===== src/rtl/swire_pkg.sv =====
package swire_pkg;
  typedef enum logic [1:0] {
    OP_NONE  = 2'b00,
    OP_RESET = 2'b01,
    OP_WRITE = 2'b10,
    OP_READ  = 2'b11
  } op_e;

  typedef enum logic [1:0] {
    ST_IDLE,
    ST_RST_LOW,
    ST_RST_WAIT,
    ST_SLOT
  } st_e;
endpackage


===== src/rtl/swire_tick.sv =====
module swire_tick #(
  parameter int CLK_PER_US = 50
) (
  input  logic clk,
  input  logic rst_n,
  input  logic restart,
  output logic tick
);
  localparam int DW = (CLK_PER_US > 1) ? $clog2(CLK_PER_US) : 1;
  localparam logic [DW-1:0] LAST = DW'(CLK_PER_US - 1);

  logic [DW-1:0] div_q;

  always_ff @(posedge clk or negedge rst_n) begin
    if (!rst_n)                     div_q <= '0;
    else if (restart || div_q == LAST) div_q <= '0;
    else                            div_q <= div_q + 1'b1;
  end

  assign tick = (div_q == LAST) && !restart;

  generate
    if (CLK_PER_US > 1) begin : g_gap
      // microsecond steps never come on back-to-back cycles
      p_tick_gap_r5 : assert property (@(posedge clk) disable iff (!rst_n)
        tick |=> !tick);
    end
  endgenerate
endmodule


===== src/rtl/swire_sync.sv =====
module swire_sync #(
  parameter int STAGES = 2
) (
  input  logic clk,
  input  logic rst_n,
  input  logic d,
  output logic q
);
  logic [STAGES-1:0] pipe_q;

  always_ff @(posedge clk or negedge rst_n) begin
    if (!rst_n) pipe_q <= '1;
    else        pipe_q <= {pipe_q[STAGES-2:0], d};
  end

  assign q = pipe_q[STAGES-1];
endmodule


===== src/rtl/swire_engine.sv =====
module swire_engine
  import swire_pkg::*;
#(
  parameter int CLK_PER_US  = 50,
  parameter int T_RST_LOW   = 480,
  parameter int T_PRES_SMP  = 70,
  parameter int T_RST_WIN   = 480,
  parameter int T_START     = 6,
  parameter int T_W0_LOW    = 60,
  parameter int T_RD_SMP    = 12,
  parameter int T_SLOT      = 70,
  parameter int BYTE_W      = 8
) (
  input  logic              clk,
  input  logic              rst_n,
  input  logic              tick,
  input  logic              line,
  input  logic              cmd_valid,
  input  logic [1:0]        cmd_op,
  input  logic [BYTE_W-1:0] cmd_wdata,
  output logic              cmd_ready,
  output logic              restart,
  output logic              pull_low,
  output logic              done,
  output logic              presence,
  output logic [BYTE_W-1:0] rd_data
);
  localparam int CW = $clog2(T_RST_LOW + T_RST_WIN + 1);
  localparam int BW = $clog2(BYTE_W);
  localparam logic [CW-1:0] C_RL  = CW'(T_RST_LOW - 1);
  localparam logic [CW-1:0] C_PS  = CW'(T_PRES_SMP - 1);
  localparam logic [CW-1:0] C_RW  = CW'(T_RST_WIN - 1);
  localparam logic [CW-1:0] C_RS  = CW'(T_RD_SMP - 1);
  localparam logic [CW-1:0] C_SL  = CW'(T_SLOT - 1);
  localparam logic [CW-1:0] C_ST  = CW'(T_START);
  localparam logic [CW-1:0] C_W0  = CW'(T_W0_LOW);
  localparam logic [BW-1:0] B_LAST = BW'(BYTE_W - 1);

  st_e               state_q;
  logic [CW-1:0]     cnt_q;
  logic [BW-1:0]     bidx_q;
  logic [BYTE_W-1:0] shreg_q;
  logic              is_read_q;
  logic              samp_q;
  logic              accept;
  logic [CW-1:0]     low_len;
  logic              pull_next;

  assign cmd_ready = (state_q == ST_IDLE);
  assign accept    = cmd_valid && cmd_ready && (cmd_op != OP_NONE);
  assign restart   = accept;

  always_comb begin
    if (is_read_q || shreg_q[0]) low_len = C_ST;
    else                         low_len = C_W0;
    case (state_q)
      ST_RST_LOW: pull_next = 1'b1;
      ST_SLOT:    pull_next = (cnt_q < low_len);
      default:    pull_next = 1'b0;
    endcase
  end

  always_ff @(posedge clk or negedge rst_n) begin
    if (!rst_n) begin
      state_q   <= ST_IDLE;
      cnt_q     <= '0;
      bidx_q    <= '0;
      shreg_q   <= '0;
      is_read_q <= 1'b0;
      samp_q    <= 1'b1;
      pull_low  <= 1'b0;
      done      <= 1'b0;
      presence  <= 1'b0;
      rd_data   <= '0;
    end else begin
      pull_low <= pull_next;
      done     <= 1'b0;
      case (state_q)
        ST_IDLE: begin
          if (accept) begin
            cnt_q  <= '0;
            bidx_q <= '0;
            if (cmd_op == OP_RESET) begin
              state_q <= ST_RST_LOW;
            end else if (cmd_op == OP_WRITE) begin
              state_q   <= ST_SLOT;
              is_read_q <= 1'b0;
              shreg_q   <= cmd_wdata;
            end else begin
              state_q   <= ST_SLOT;
              is_read_q <= 1'b1;
              shreg_q   <= '0;
            end
          end
        end
        ST_RST_LOW: begin
          if (tick) begin
            if (cnt_q == C_RL) begin
              cnt_q   <= '0;
              state_q <= ST_RST_WAIT;
            end else begin
              cnt_q <= cnt_q + 1'b1;
            end
          end
        end
        ST_RST_WAIT: begin
          if (tick) begin
            if (cnt_q == C_PS) presence <= ~line;
            if (cnt_q == C_RW) begin
              cnt_q   <= '0;
              state_q <= ST_IDLE;
              done    <= 1'b1;
            end else begin
              cnt_q <= cnt_q + 1'b1;
            end
          end
        end
        default: begin
          if (tick) begin
            if (is_read_q && cnt_q == C_RS) samp_q <= line;
            if (cnt_q == C_SL) begin
              cnt_q   <= '0;
              shreg_q <= {is_read_q & samp_q, shreg_q[BYTE_W-1:1]};
              bidx_q  <= bidx_q + 1'b1;
              if (bidx_q == B_LAST) begin
                state_q <= ST_IDLE;
                done    <= 1'b1;
                if (is_read_q) rd_data <= {samp_q, shreg_q[BYTE_W-1:1]};
              end
            end else begin
              cnt_q <= cnt_q + 1'b1;
            end
          end
        end
      endcase
    end
  end

  // ---------------- assertions ----------------
  localparam int LW = $clog2(T_RST_LOW * CLK_PER_US + 4);
  logic [LW-1:0] low_run_q;
  always_ff @(posedge clk or negedge rst_n) begin
    if (!rst_n)        low_run_q <= '0;
    else if (pull_low) low_run_q <= low_run_q + 1'b1;
    else               low_run_q <= '0;
  end

  p_reset_len_r9 : assert property (@(posedge clk) disable iff (!rst_n)
    low_run_q <= LW'(T_RST_LOW * CLK_PER_US));
  p_slot_len_r9 : assert property (@(posedge clk) disable iff (!rst_n)
    (state_q == ST_SLOT) |-> low_run_q <= LW'(T_W0_LOW * CLK_PER_US));
  p_done_ready_r8 : assert property (@(posedge clk) disable iff (!rst_n)
    done |-> cmd_ready);
  p_done_single_r8 : assert property (@(posedge clk) disable iff (!rst_n)
    done |=> !done);
  p_idle_quiet_r7 : assert property (@(posedge clk) disable iff (!rst_n)
    (cmd_ready && $past(cmd_ready)) |-> !pull_low);
  p_busy_ignore_r7 : assert property (@(posedge clk) disable iff (!rst_n)
    (!cmd_ready && cmd_valid && !tick) |=> $stable(shreg_q));
  p_pres_hold_r3 : assert property (@(posedge clk) disable iff (!rst_n)
    (state_q != ST_RST_WAIT) |=> $stable(presence));
  p_rdata_hold_r6 : assert property (@(posedge clk) disable iff (!rst_n)
    (state_q != ST_SLOT) |=> $stable(rd_data));
endmodule


===== src/rtl/swire_master.sv =====
module swire_master #(
  parameter int CLK_PER_US = 50
) (
  input  logic       clk,
  input  logic       rst_n,
  input  logic       cmd_valid,
  output logic       cmd_ready,
  input  logic [1:0] cmd_op,
  input  logic [7:0] cmd_wdata,
  output logic [7:0] rd_data,
  output logic       done,
  output logic       busy,
  output logic       presence,
  output logic       bus_pull_low,
  input  logic       bus_in
);
  logic tick;
  logic restart;
  logic line_s;

  swire_tick #(.CLK_PER_US(CLK_PER_US)) u_tick (
    .clk(clk), .rst_n(rst_n), .restart(restart), .tick(tick)
  );

  swire_sync #(.STAGES(2)) u_sync (
    .clk(clk), .rst_n(rst_n), .d(bus_in), .q(line_s)
  );

  swire_engine #(.CLK_PER_US(CLK_PER_US)) u_eng (
    .clk(clk), .rst_n(rst_n), .tick(tick), .line(line_s),
    .cmd_valid(cmd_valid), .cmd_op(cmd_op), .cmd_wdata(cmd_wdata),
    .cmd_ready(cmd_ready), .restart(restart), .pull_low(bus_pull_low),
    .done(done), .presence(presence), .rd_data(rd_data)
  );

  assign busy = ~cmd_ready;
endmodule


===== config.mk =====
export PLATFORM = sky130hd
export DESIGN_NAME = swire_master
export DESIGN_NICKNAME = d
export VERILOG_FILES = /design/src/rtl/swire_pkg.sv /design/src/rtl/swire_tick.sv /design/src/rtl/swire_sync.sv /design/src/rtl/swire_engine.sv /design/src/rtl/swire_master.sv
export SDC_FILE = /design/constraint.sdc
export NUM_CORES = 1
export LEC_CHECK = 0
export ABC_AREA = 0
export BUFFER_PORTS_ARGS = -buffer_cell sky130_fd_sc_hd__buf_2
export CAP_MARGIN = 20
export CORE_ASPECT_RATIO = 0.75
export CORE_MARGIN = 5
export CORE_UTILIZATION = 54
export CTS_BUF_LIST = sky130_fd_sc_hd__clkbuf_4
export CTS_CLUSTER_SIZE = 12
export DETAILED_ROUTE_END_ITERATION = 6
export PLACE_DENSITY = 0.78
export RECOVER_POWER = 50
export SYNTH_ARGS = -nofsm -noshare
export SYNTH_HDL_FRONTEND = slang
export SYNTH_SLANG_ARGS = --single-unit

===== constraint.sdc =====
create_clock -name clk -period 2.03 [get_ports clk]
set_input_delay 0.203 -clock clk [delete_from_list [all_inputs] [get_ports clk]]
set_output_delay 0.203 -clock clk [all_outputs]
set_load 0.05 [all_outputs]

Yosys cells after proc, flatten, opt, wreduce, memory -nomap -nowiden
Index checks and enable logic that the tools add are counted.
W data, S select, Z words.
{ "totals": {"register_bits": 44, "inputBits": 14, "output_inout_bits": 13, "wordCells": 99} }
{ "classes": {"add_sub_neg": 3, "magnitude_cmp": 1, "eq_ne": 17, "muxes": 36, "n_bitwise": 6, "n_reduce_logical": 24} }
{ "op_table": {"columns": ["cell", "count"], "rows": [
  ["$mux W10", 5],
  ["$mux W8", 5],
  ["$pmux W10 S2", 1],
  ["$mux W2", 9],
  ["$pmux W8 S2", 1],
  ["$mux W6", 2],
  ["$reduce_and A3 Y1", 4],
  ["$add A10 B1 Y10 const B", 1],
  ["$eq A10 B4 Y1 const B", 1],
  ["$eq A10 B7 Y1 const B", 1],
  ["$eq A10 B9 Y1 const B", 1],
  ["$lt A10 B6 Y1", 1],
  ["$reduce_and A5 Y1", 2],
  ["$mux W3", 3],
  ["$ne A2 B1 Y1 const B", 4],
  ["$reduce_and A8 Y1", 1],
  ["$reduce_bool A4 Y1", 2],
  ["$add A6 B1 Y6 const B", 1],
  ["$eq A2 B2 Y1 const B", 3],
  ["$eq A6 B6 Y1 const B", 1],
  ["$mux W1", 6],
  ["$ne A2 B2 Y1 const B", 3],
  ["$pmux W2 S3", 1],
  ["$pmux W3 S2", 1],
  ["14 further kinds", 27]
]} }

Logic depth before layout (Yosys ltp)
Gate-level depths: netlist of the first run.
{ "logic_depth": {"word_depth": 7, "mapped_depth": 8, "depth_no_buf": 7} }

By module
Synthesis of the first run repeated with hierarchy kept, for this count alone.
{ "hier_totals": {"hier_cells": 226, "area_unflattened_um2": 2448.6} }
{ "by_module_without_submodules": {"columns": ["mod", "instances", "cells_each", "area_each_um2", "seq_area_each_um2"], "rows": [
  ["swire_engine", 1, 196, 2105.8, 902.1],
  ["swire_tick", 1, 27, 286.5, 150.1],
  ["swire_sync", 1, 2, 52.6, 52.6],
  ["swire_master", 1, 1, 3.8, 0.0]
]} }

Worst setup path after synthesis of the first run
Ideal clock, no wire load.
{ "synth_timing": {"kind": "reg-to-reg", "startpoint": "register u_eng.state_q[0]", "endpoint": "register u_eng.rd_data[0]", "t_arrival_ns": 2.345, "required_ns": 1.905, "slack_ns": -0.440, "path_stages_with_launch": 9, "cell_sequence": "dfrtp_1 inv_1 ha_1 clkbuf_1 o211ai_1 nor3b_1 nand2_1 nor2_2 mux2_2"} }
{ "synth_between": {"elab_chain_cells": 6} }
{ "synth_rtl": {"columns": ["item", "line", "text"], "rows": [
  ["start: declaration", "swire_engine.sv:39", "st_e state_q;"],
  ["start signal: assignment", "swire_engine.sv:65", "state_q <= ST_IDLE;"],
  ["start signal: assignment", "swire_engine.sv:84", "state_q <= ST_RST_LOW;"],
  ["start signal: assignment", "swire_engine.sv:86", "state_q <= ST_SLOT;"],
  ["$logic_not A2 Y1 *", "swire_engine.sv:49", "assign cmd_ready = (state_q == ST_IDLE);"],
  ["net cmd_ready", "swire_master.sv:7", "output logic cmd_ready,"],
  ["$logic_and A1 B1 Y1 (2 in a row)", "swire_engine.sv:50", "assign accept = cmd_valid && cmd_ready && (cmd_op != OP_NONE);"],
  ["$logic_not A1 Y1", "swire_tick.sv:20", "assign tick = (div_q == LAST) && !restart;"],
  ["$logic_and A1 B1 Y1", "swire_tick.sv:20", null],
  ["$reduce_and A5 Y1 (no source line) *", null, null],
  ["end signal: assignment", "swire_engine.sv:128", "if (is_read_q) rd_data <= {samp_q, shreg_q[BYTE_W-1:1]};"],
  ["end: declaration", "swire_engine.sv:26", "output logic [BYTE_W-1:0] rd_data"]
]} }
The timed path passes the listed nets; every way through them passes the cells marked *.
A chain may end at the register's enable or synchronous reset.

Final worst setup path of the first run
{ "layout_timing": {"startpoint": "register u_eng.cnt_q[1]", "endpoint": "register u_eng.shreg_q[4]"} }
{ "layout_between": {"elab_chain_cells": 3} }
{ "layout_rtl": {"columns": ["item", "line", "text"], "rows": [
  ["start: declaration", "swire_engine.sv:40", "logic [CW-1:0] cnt_q;"],
  ["start signal: assignment", "swire_engine.sv:102", "cnt_q <= cnt_q + 1'b1;"],
  ["start signal: assignment", "swire_engine.sv:114", "cnt_q <= cnt_q + 1'b1;"],
  ["start signal: assignment", "swire_engine.sv:131", "cnt_q <= cnt_q + 1'b1;"],
  ["$eq A10 B7 Y1", "swire_engine.sv:121", "if (cnt_q == C_SL) begin"],
  ["$reduce_bool A2 Y1 (no source line)", null, null],
  ["$reduce_and A5 Y1 (no source line)", null, null],
  ["end signal: assignment", "swire_engine.sv:88", "shreg_q <= cmd_wdata;"],
  ["end signal: assignment", "swire_engine.sv:123", "shreg_q <= {is_read_q & samp_q, shreg_q[BYTE_W-1:1]};"],
  ["end: declaration", "swire_engine.sv:42", "logic [BYTE_W-1:0] shreg_q;"]
]} }
No other way between the ends.

==> flow_summary.toml, run 1 <==
[drt]
num_vias = 1922
routed_wirelength_um = 5920
avgViaCountPerCell = 5.69
post_drt_wl_per_cell_um = 17.5
drtIter0Drc = 145
dr.pass1.iters = 4
drc = 0
ant_nets = 0

[synth]
synth_compound_area_frac = 0.139
syn-instance-count = 209
synth_top_family_by_area = "simple AND/OR/NAND/NOR gates"
synthDistinctLibCells = 46
syn_area_per_cell_um2 = 11.2
synth_area_um2 = 2330
synthMostInstantiatedCell = "dfrtp_1"
yosysTopAreaCell = "dfrtp_1"
synthTopCellsByArea = "dfrtp_1 (44%), mux2_2 (11%), ha_1 (7.5%)"
synth-simple-area-share = 0.160
yosysWarningCount = 0
synth_adder_area_share = 0.0751
ys_seq_area_frac = 0.473
synth_top_area_frac = 0.440
asyncSetResetFlopFracSynth = 1.00
synth_common_cells = "dfrtp_1 (41), mux2_2 (23), nor2_1 (18)"
ys_seq_elements = 44
synthesis.nets = 237
synth_edf_count = 0
ys.flop_type = "dfrtp_1"
synth_mux_area_frac = 0.120
synth-xor-area-share = 0.0150

[clock_network]
cts_tree = "yes"
numCtsBuffers = 5
cts_root_buffer = "clkbuf_4"
clkLatencyLatePin_ns = 0.38
cts.sinks = 44
clockBufferDepth = 2
h-tree-depth = 2
clk_pin_slew_ns = 0.13

[cells_and_area]
drive_above_1_share = 0.452
area_delta_synth_final_pct = 34.5
diodes = 0
instances_no_fill = 338
fin_util = 0.765
final_nets = 310
fillers = 285

[sta]
fin_hold_ws_ns = 0.137
finClkSkew_ns = 0.00914
fin_crit_ns = 2.27
worst_slew_pin_slew_ns = 1.18
slew_headroom = 0.216
rsz0062_at_grt = "true"
fmax_mhz = 440
worst_slack_ns = -0.242
report.final.slew_viol_count = 0
timing.final.crit_share = 1.12
final_hold_viol_count = 0
setup_viol_count_final = 22

[worst_setup_path]
r2r-start = "u_eng.cnt_q[1]$_DFFE_PN0P_"
max_stage_delay_ns = 0.58
end_kind = "flop"
critical_path_arrival_ns = 2.54
crit_required_ns = 2.30
startpoint = "u_eng.cnt_q[1]$_DFFE_PN0P_"
critPathKind = "flop to flop"
start_kind = "flop"
regToRegEndpoint = "u_eng.shreg_q[4]$_DFFE_PN0P_"
path_buf_inv = 2
r2r_slack_ns = -0.24
r2r_cells = 8
cp_max_fo = 8
crit_end = "u_eng.shreg_q[4]$_DFFE_PN0P_"
crit_cells = 8
worstPathCellList = "inv_2 > ha_4 > nand4b_1 > or4b_4 > a21o_4 > a21oi_4 > buf_12 > mux2_4"
cp_slowest_cell = "or4b_4"
cp_top_family = "simple AND/OR/NAND/NOR gates"

[power_and_ir_drop]
vdd_drop_max_v = 0.00102
leakagePower_nw = 1.50
switching_power_mw = 1.40
p_int_mw = 2.08
seqPwrFrac = 0.345
power_mw = 3.49
clock_power_share = 0.119
p_comb_frac = 0.536
netSwitchingFraction = 0.403
power_density_nw_per_um2 = 1110

[die]
coreArea_um2 = 4100
initial_utilization = 0.569
die_x_um = 85.9
rows = 20
die_h_um = 66.9
io_pins = 27
die_area_um2 = 5750

[global_routing]
grt_remaining_overflow = 0
grt_max_degree = 24
grt_pass1_wl_um = 9520
antenna_found_initial = 0
track_usage = 0.220
grt_pass1_vias = 1865

[placement]
gp_congestion = 0.899
dpl.hpwl_um = 4260
io_buffers = 26
dpl.cell_count = 322

[run_status]
violations = "setup timing"
outcome = "complete, but fails checks"

[job]
max-cap-violations = 0

[worst_hold_path]
hold_path.class = "primary input to flop"
[state kept, by name, indices dropped and copies added, names as in the netlist, 2 cells and up]
signal,count
u_eng.bidx_q,3
u_eng.cnt_q,10
u_eng.rd_data,8
u_eng.shreg_q,8
u_eng.state_q,2
u_sync.pipe_q,2
u_tick.div_q,6
[repair_timing]
item / 4_1_cts / 5_1_grt
pin swaps: 13 / 8
hold buffers: 2 / 0
setup endpoints to repair: 22 / 31
gates resized for setup: 28 / 12
buffers inserted: 2 / 4
gates cloned: 0 / 0
hold endpoints to repair: 19 / 0
[cell families after synthesis]
| family | after synthesis |
|---|---|
| simple gates | 69 |
| flops | 44 |
| compound gates | 42 |
| mux | 25 |
| fa+ha+maj | 14 |
| buf+inv | 11 |
| xor+xnor | 4 |
[cells in the final DEF, fill, tap and decap left out, types with 2 or more instances in the layout]
cell           instances
dfrtp_1               41
buf_4                 36
buf_2                 24
mux2_4                18
nor2_1                17
a22o_1                12
ha_1                  11
nand2_1                7
nor2b_1                6
nand3_1                6
o21ai_0                5
nor3_1                 5
mux2_2                 5
o21ai_2                5
clkbuf_4               5
inv_2                  4
and3_1                 4
inv_1                  3
o21ai_1                3
nand4_1                3
ha_4                   3
buf_6                  3
dfstp_2                3
a31oi_1                2
nand4b_1               2
xor2_1                 2
xnor2_1                2
or3_1                  2
nor2_4                 2
a21oi_4                2
mux2i_1                2
a221o_1                2
clkinv_2               2
dlygate4sd3_1          2
clkbuf_1               2
buf_12                 2
[area by class of cell]
class,count,area [µm²],area share
Multi-Input combinational cell,154,1390,0.443
Clock inverter,3,13.8,0.00438
Sequential cell,44,1100,0.352
Clock buffer,5,37.5,0.0120
Tap cell,55,68.8,0.0219
Timing Repair Buffer,70,497,0.158
Inverter,7,26.3,0.00837
[power by group through the flow]
stage               Clock (mW)  Sequential [mW]  Combinational, mW
floorplan                    0             1.23              0.939
global placement             0             1.19               1.47
detailed placement           0             1.20               1.54
CTS                      0.426             1.19               1.70
global route             0.468             1.22               2.04
finish                   0.416             1.20               1.87
[per-layer routing]
metal	global-route usage	part of all wire	wire [µm]	up-vias
met3	0.0643	0.055	323	4
li1	-	-	-	908
met5	0	0	0	-
met4	0.0494	0.0071	42	0
met1	0.296	0.44	2630	959
met2	0.352	0.49	2930	51
[worst min-delay path by stage]
stage                          from                           end  slack (ns)  cells past startpoint
after floorplan               rst_n   u_eng.bidx_q[0]$_DFFE_PN0P_       -0.09                      0
after global placement        rst_n  u_eng.state_q[0]$_DFFE_PN0P_        0.20                      1
after detailed placement      rst_n  u_eng.state_q[0]$_DFFE_PN0P_        0.21                      1
after CTS                 cmd_op[0]   u_eng.is_read_q$_DFFE_PN0P_        0.12                      2
after global routing      cmd_op[0]   u_eng.is_read_q$_DFFE_PN0P_        0.13                      2
final                     cmd_op[0]   u_eng.is_read_q$_DFFE_PN0P_        0.14                      2
[worst register-to-register path: cells and delay by family, from the launching register on]
kind / cells / cell delay [ns]
buf+inv: 2 / 0.23
flops: 1 / 0.42
compound gates: 2 / 0.38
simple gates: 2 / 0.71
mux: 1 / 0.30
fa+ha+maj: 1 / 0.12
[through the flow]
stage               instance area [µm²]  setup TNS (ns)  setup slack [ns]
floorplan                          2400           -1.85            -0.140
global placement                   2870           -1.90            -0.177
detailed placement                 2870           -2.91            -0.234
CTS                                3060           -3.58            -0.247
global route                       3140           -7.64            -0.327
finish                             3140           -3.77            -0.242
Note: power is estimated with default switching activity, not from simulation.
==> run 2, diff against run 1 <==
--- a/config.mk
+++ b/config.mk
@@ -12,10 +12,10 @@
 export CORE_MARGIN = 5
 export CORE_UTILIZATION = 54
 export CTS_BUF_LIST = sky130_fd_sc_hd__clkbuf_4
+export CTS_CLUSTER_DIAMETER = 30
 export CTS_CLUSTER_SIZE = 12
 export DETAILED_ROUTE_END_ITERATION = 6
 export PLACE_DENSITY = 0.78
-export RECOVER_POWER = 50
 export SYNTH_ARGS = -nofsm -noshare
 export SYNTH_HDL_FRONTEND = slang
 export SYNTH_SLANG_ARGS = --single-unit
==> constraint.sdc (replaced) <==
create_clock -name clk -period 2.03 [get_ports clk]
set_input_delay 0.3045 -clock clk [delete_from_list [all_inputs] [get_ports clk]]
set_output_delay 0.3045 -clock clk [all_outputs]
set_load 0.05 [all_outputs]
==> flow_summary.toml, run 2 (synthesis gave the netlist of run 1 again) <==
[worst_setup_path]
end_kind = "flop"
critical_path_arrival_ns = 2.45
crit_required_ns = 2.27
worstPathCellList = "inv_2 > ha_4 > nand4b_1 > or4b_4 > a21o_1 > a21oi_4 > buf_12 > mux2_4"
cp_slowest_cell = "or4b_4"
max_stage_delay_ns = 0.55
start_kind = "flop"
cp_max_fo = 8
critPathKind = "flop to flop"

[clock_network]
cts.sinks = 44
h-tree-depth = 2
clk_pin_slew_ns = 0.12
numCtsBuffers = 5
cts_root_buffer = "clkbuf_4"
cts_tree = "yes"
clockBufferDepth = 2
clkLatencyLatePin_ns = 0.35

[drt]
wl_met1_um = 2670
drtIter0Drc = 148
post_drt_wl_per_cell_um = 16.7
avgViaCountPerCell = 5.65
wl_met2_um = 2640
drc = 0
routed_wirelength_um = 5650
ant_nets = 0
top_layer = "met4"
num_vias = 1909
dr.pass1.iters = 4
wl_met3_um = 242

[sta]
tns_ns = -2.76
finClkSkew_ns = 0.00733
setup_viol_count_final = 23
worst_slack_ns = -0.179
rsz0062_at_grt = "true"
slew_headroom = 0.636
timing.final.crit_share = 1.09
worst_slew_pin_slew_ns = 0.545
fin_hold_ws_ns = 0.0528
fin_crit_ns = 2.21
final_hold_viol_count = 0
report.final.slew_viol_count = 0
fmax_mhz = 453

[placement]
io_buffers = 26
gp_congestion = 0.861
dpl_cell_area_um2 = 2880
dpl.hpwl_um = 4180

[die]
die_h_um = 66.9
rows = 20
die_x_um = 85.9
io_pins = 27
die_area_um2 = 5750
initial_utilization = 0.569
coreArea_um2 = 4100

[cells_and_area]
reg_top3 = "u_eng.cnt_q: 10 flops, u_eng.rd_data: 8 flops, u_eng.shreg_q: 8 flops"
mostFrequentLayoutCell = "dfrtp_1"
diodes = 0
fillers = 278
largest_reg_flops = 10
drive_above_1_share = 0.445
fin_util = 0.764
fin_area_um2 = 3130
area_delta_synth_final_pct = 34.3
multiInputGateArea_um2 = 1360
final_nets = 311
regArea_um2 = 1100
largest_register = "u_eng.cnt_q"
final_cell_mix = "dfrtp_1 (41), buf_4 (37), buf_2 (26)"

[global_routing]
grt_pass1_wl_um = 9380
grt_pass1_vias = 1920
grt_remaining_overflow = 0
antenna_found_initial = 0
track_usage = 0.213
grt_max_degree = 25

[run_status]
outcome = "complete, but fails checks"
violations = "setup timing"

[power_and_ir_drop]
leakagePower_nw = 1.52
power_density_nw_per_um2 = 1050
vdd_drop_max_v = 0.000942

[worst_hold_path]
hold_path.class = "primary input to flop"

[job]
max-cap-violations = 0
## run 2: power by group
| group | switching [mW] | internal, mW | total [mW] |
|---|---|---|---|
| sequential | 0.148 | 1.05 | 1.20 |
| clock | 0.264 | 0.141 | 0.405 |
| combinational | 0.893 | 0.805 | 1.70 |
| total | 1.30 | 2.00 | 3.30 |
## run 2: layer usage
metal	vias up	GRT usage
met3	14	0.0371
met5	-	0
met1	933	0.293
met4	0	0.0830
met2	47	0.336
li1	915	-
## run 2: layout make-up
cell class / count / share of cell area
Clock buffer: 6 / 0.0144
Tap cell: 55 / 0.0220
Sequential cell: 44 / 0.352
Timing Repair Buffer: 71 / 0.167
Multi-Input combinational cell: 154 / 0.434
Inverter: 7 / 0.00838
Clock inverter: 1 / 0.00160
## run 2: timing repair
action / in CTS / in global routing
endpoints found under the setup margin: 22 / 31
setup buffers: 3 / 5
hold buffers: 1 / 0
endpoints found under the hold margin: 20 / 0
resized for setup: 10 / 24
pin swaps: 3 / 8
## run 2: critical path, delay by kind of cell, from the launching register on
| family | cells | cell delay, ns |
|---|---|---|
| AND/OR/NAND/NOR | 2 | 0.66 |
| flip-flops | 1 | 0.41 |
| AO/OA/AOI/OAI | 2 | 0.39 |
| multiplexers | 1 | 0.30 |
| buffers and inverters | 2 | 0.23 |
| adder cells (fa/ha/maj) | 1 | 0.11 |
## run 2: worst paths after layout
check                           slack (ns)  depth (start not counted)                            to                       start
min in group asynchronous             0.44                          2     u_tick.div_q[2]$_DFF_PN0_                       rst_n
worst min-delay path                  0.05                          1    u_sync.pipe_q[0]$_DFF_PN1_                      bus_in
worst min register to register        0.37                          0    u_sync.pipe_q[1]$_DFF_PN1_  u_sync.pipe_q[0]$_DFF_PN1_
max in group asynchronous             1.01                          3      u_eng.samp_q$_DFFE_PN1P_                       rst_n
worst max-delay path                 -0.18                          8  u_eng.shreg_q[2]$_DFFE_PN0P_  u_eng.cnt_q[1]$_DFFE_PN0P_
worst max register to register       -0.18                          8  u_eng.shreg_q[2]$_DFFE_PN0P_  u_eng.cnt_q[1]$_DFFE_PN0P_
## run 2: stage by stage
stage	setup WS [ns]	instances	total power [mW]
3_5_place_dp	-0.200	323	2.72
6_report	-0.179	338	3.30
3_3_place_gp	-0.172	323	2.65
5_1_grt	-0.242	338	3.54
2_1_floorplan	-0.140	209	2.17
4_1_cts	-0.171	334	3.20
==> run 3, diff against run 2 <==
--- a/config.mk
+++ b/config.mk
@@ -5,12 +5,12 @@
 export SDC_FILE = /design/constraint.sdc
 export NUM_CORES = 1
 export LEC_CHECK = 0
-export ABC_AREA = 0
-export BUFFER_PORTS_ARGS = -buffer_cell sky130_fd_sc_hd__buf_2
+export ABC_AREA = 1
+export BUFFER_PORTS_ARGS = -buffer_cell sky130_fd_sc_hd__buf_4
 export CAP_MARGIN = 20
 export CORE_ASPECT_RATIO = 0.75
 export CORE_MARGIN = 5
-export CORE_UTILIZATION = 54
+export CORE_UTILIZATION = 55
 export CTS_BUF_LIST = sky130_fd_sc_hd__clkbuf_4
 export CTS_CLUSTER_DIAMETER = 30
 export CTS_CLUSTER_SIZE = 12
==> flow_summary.toml, run 3 <==
[worst_setup_path]
start_kind = "flop"
critical_path_arrival_ns = 2.08
critPathKind = "flop to flop"
end_kind = "flop"
cp_max_fo = 6
crit_required_ns = 2.29

[synth]
yosysTopAreaCell = "dfrtp_1"
syn_area_per_cell_um2 = 8.04
synth_edf_count = 0
synth_area_um2 = 2590
ys_seq_elements = 44
asyncSetResetFlopFracSynth = 1.00
synthesis.nets = 350
yosysWarningCount = 0
syn-instance-count = 322
ys.flop_type = "dfrtp_1"
synth_top_area_frac = 0.396
synthMostInstantiatedCell = "nand2_1"
ys_seq_area_frac = 0.427
synthDistinctLibCells = 32
synthTopCellsByArea = "dfrtp_1 (40%), nand2_1 (12%), ha_1 (6.8%)"
synth_common_cells = "nand2_1 (81), dfrtp_1 (41), inv_1 (40)"

[clock_network]
cts_root_buffer = "clkbuf_4"
cts_resized = 0
h-tree-depth = 2
numCtsBuffers = 5
clk_pin_slew_ns = 0.12
cts.sinks = 44
clkLatencyLatePin_ns = 0.37
cts_tree = "yes"
clockBufferDepth = 2

[die]
die_h_um = 69.4
initial_utilization = 0.573
coreArea_um2 = 4520
io_pins = 27
rows = 21
die_x_um = 89.2
die_area_um2 = 6190

[job]
max-cap-violations = 0

[sta]
finClkSkew_ns = 0.00772
final_hold_viol_count = 0
fin_hold_ws_ns = 0.0350
worst_slew_pin_slew_ns = 0.553
fin_crit_ns = 1.82
tns_ns = 0
fmax_mhz = 549
rsz0062_at_grt = "false"
worst_slack_ns = 0.209
report.final.slew_viol_count = 0
setup_viol_count_final = 0
slew_headroom = 0.631
timing.final.crit_share = 0.897

[cells_and_area]
fin_area_um2 = 2930
diodes = 0
largest_reg_flops = 10
reg_top3 = "u_eng.cnt_q: 10 flops, u_eng.rd_data: 8 flops, u_eng.shreg_q: 8 flops"
largest_register = "u_eng.cnt_q"
drive_above_1_share = 0.207
mostFrequentLayoutCell = "nand2_1"
final_nets = 380
area_delta_synth_final_pct = 13.0
final_cell_mix = "nand2_1 (81), dfrtp_1 (41), inv_1 (39)"
fillers = 386

[placement]
dpl_cell_area_um2 = 2840
gp_congestion = 0.959
dpl.hpwl_um = 4220
dp_slack_ns = 0.247
io_buffers = 26

[drt]
ant_nets = 0
num_vias = 2216
routed_wirelength_um = 5570
post_drt_wl_per_cell_um = 13.6
drc = 0
drtIter0Drc = 164
dr.pass1.iters = 5
avgViaCountPerCell = 5.40

[global_routing]
grt_max_degree = 45
grt_pass1_wl_um = 9560
grt_pass1_vias = 2105
antenna_found_initial = 0
grt_remaining_overflow = 0
track_usage = 0.195

[worst_hold_path]
hold_path.class = "primary input to flop"

[power_and_ir_drop]
vdd_drop_max_v = 0.000386
power_density_nw_per_um2 = 497
leakagePower_nw = 1.47

[run_status]
outcome = "completed"
run 3: changes by cell type in the layout (fill, tap and decap cells not counted), sizes merged, moves of 12 or more:
cell   delta
a22o     -12
nand3    +17
nor2     +15
nand2    +78
inv      +34
o21ai    +18
mux2     -23
buf      -41
run 3: cells by family (layout without fill, tap and decap cells):
group	after synthesis	in the layout	share of synthesized area
buffers and inverters	49	80	0.0812
flip-flops	44	44	0.427
XOR/XNOR	2	2	0.00677
adder cells (fa/ha/maj)	14	14	0.0677
AND/OR/NAND/NOR	165	165	0.293
AO/OA/AOI/OAI	48	48	0.125
run 3: worst max-delay path, stage by stage (launching register included):
cell     delay [ns]
dfrtp_1        0.47
ha_1           0.26
nand2_1        0.09
nor2_2         0.22
nand3_1        0.16
inv_1          0.11
nand3_1        0.08
nand2_1        0.13
nand2_1        0.08
nand2_1        0.07
nand2_1        0.06
run 3: routing by layer:
layer  track usage  routed length [µm]  vias to the layer above
li1              -                   -                     1108
met1         0.285                2590                     1013
met2         0.278                2460                       86
met3        0.0641                 458                        9
met4        0.0446                  60                        0
met5             0                   0                        -
run 3: cell type report:
class | count | area, µm² | area share
multi-input combinational | 229 | 1290 | 0.440
timing repair buffer | 30 | 228 | 0.0778
clock buffer | 5 | 37.5 | 0.0128
sequential | 44 | 1100 | 0.378
tap | 57 | 71.3 | 0.0244
clock inverter | 3 | 37.5 | 0.0128
inverter | 42 | 161 | 0.0552
run 3: final timing paths:
check                                      startpoint                            to  slack [ns]  depth (start not counted)
hold reg to reg            u_sync.pipe_q[0]$_DFF_PN1_    u_sync.pipe_q[1]$_DFF_PN1_        0.37                          0
min in group asynchronous                       rst_n   u_eng.bidx_q[1]$_DFFE_PN0P_        0.45                          2
setup / recovery           u_eng.cnt_q[0]$_DFFE_PN0P_  u_eng.state_q[1]$_DFFE_PN0P_        0.21                         10
max in group asynchronous                       rst_n    u_sync.pipe_q[1]$_DFF_PN1_        1.19                          2
setup reg to reg           u_eng.cnt_q[0]$_DFFE_PN0P_  u_eng.state_q[1]$_DFFE_PN0P_        0.21                         10
hold / removal                                 bus_in    u_sync.pipe_q[0]$_DFF_PN1_        0.04                          1
run 3: metrics by stage:
step            util  std cells  total power [mW]
5_1_grt        0.648        410              1.52
6_report       0.648        410              1.46
4_1_cts        0.648        410              1.47
2_1_floorplan      -        322             0.901
3_5_place_dp   0.629        401             0.941
3_3_place_gp   0.629        401             0.942
run 3: repair_timing:
item,4_1_cts,5_1_grt
buffers inserted,0,0
endpoints found under the hold margin,41,0
hold buffers,1,0
run 3: power by group:
| group | internal, mW | switching [mW] | total, mW |
|---|---|---|---|
| Sequential | 0.880 | 0.00104 | 0.881 |
| Combinational | 0.0180 | 0.0255 | 0.0435 |
| Clock | 0.252 | 0.279 | 0.531 |
| Total | 1.15 | 0.306 | 1.46 |
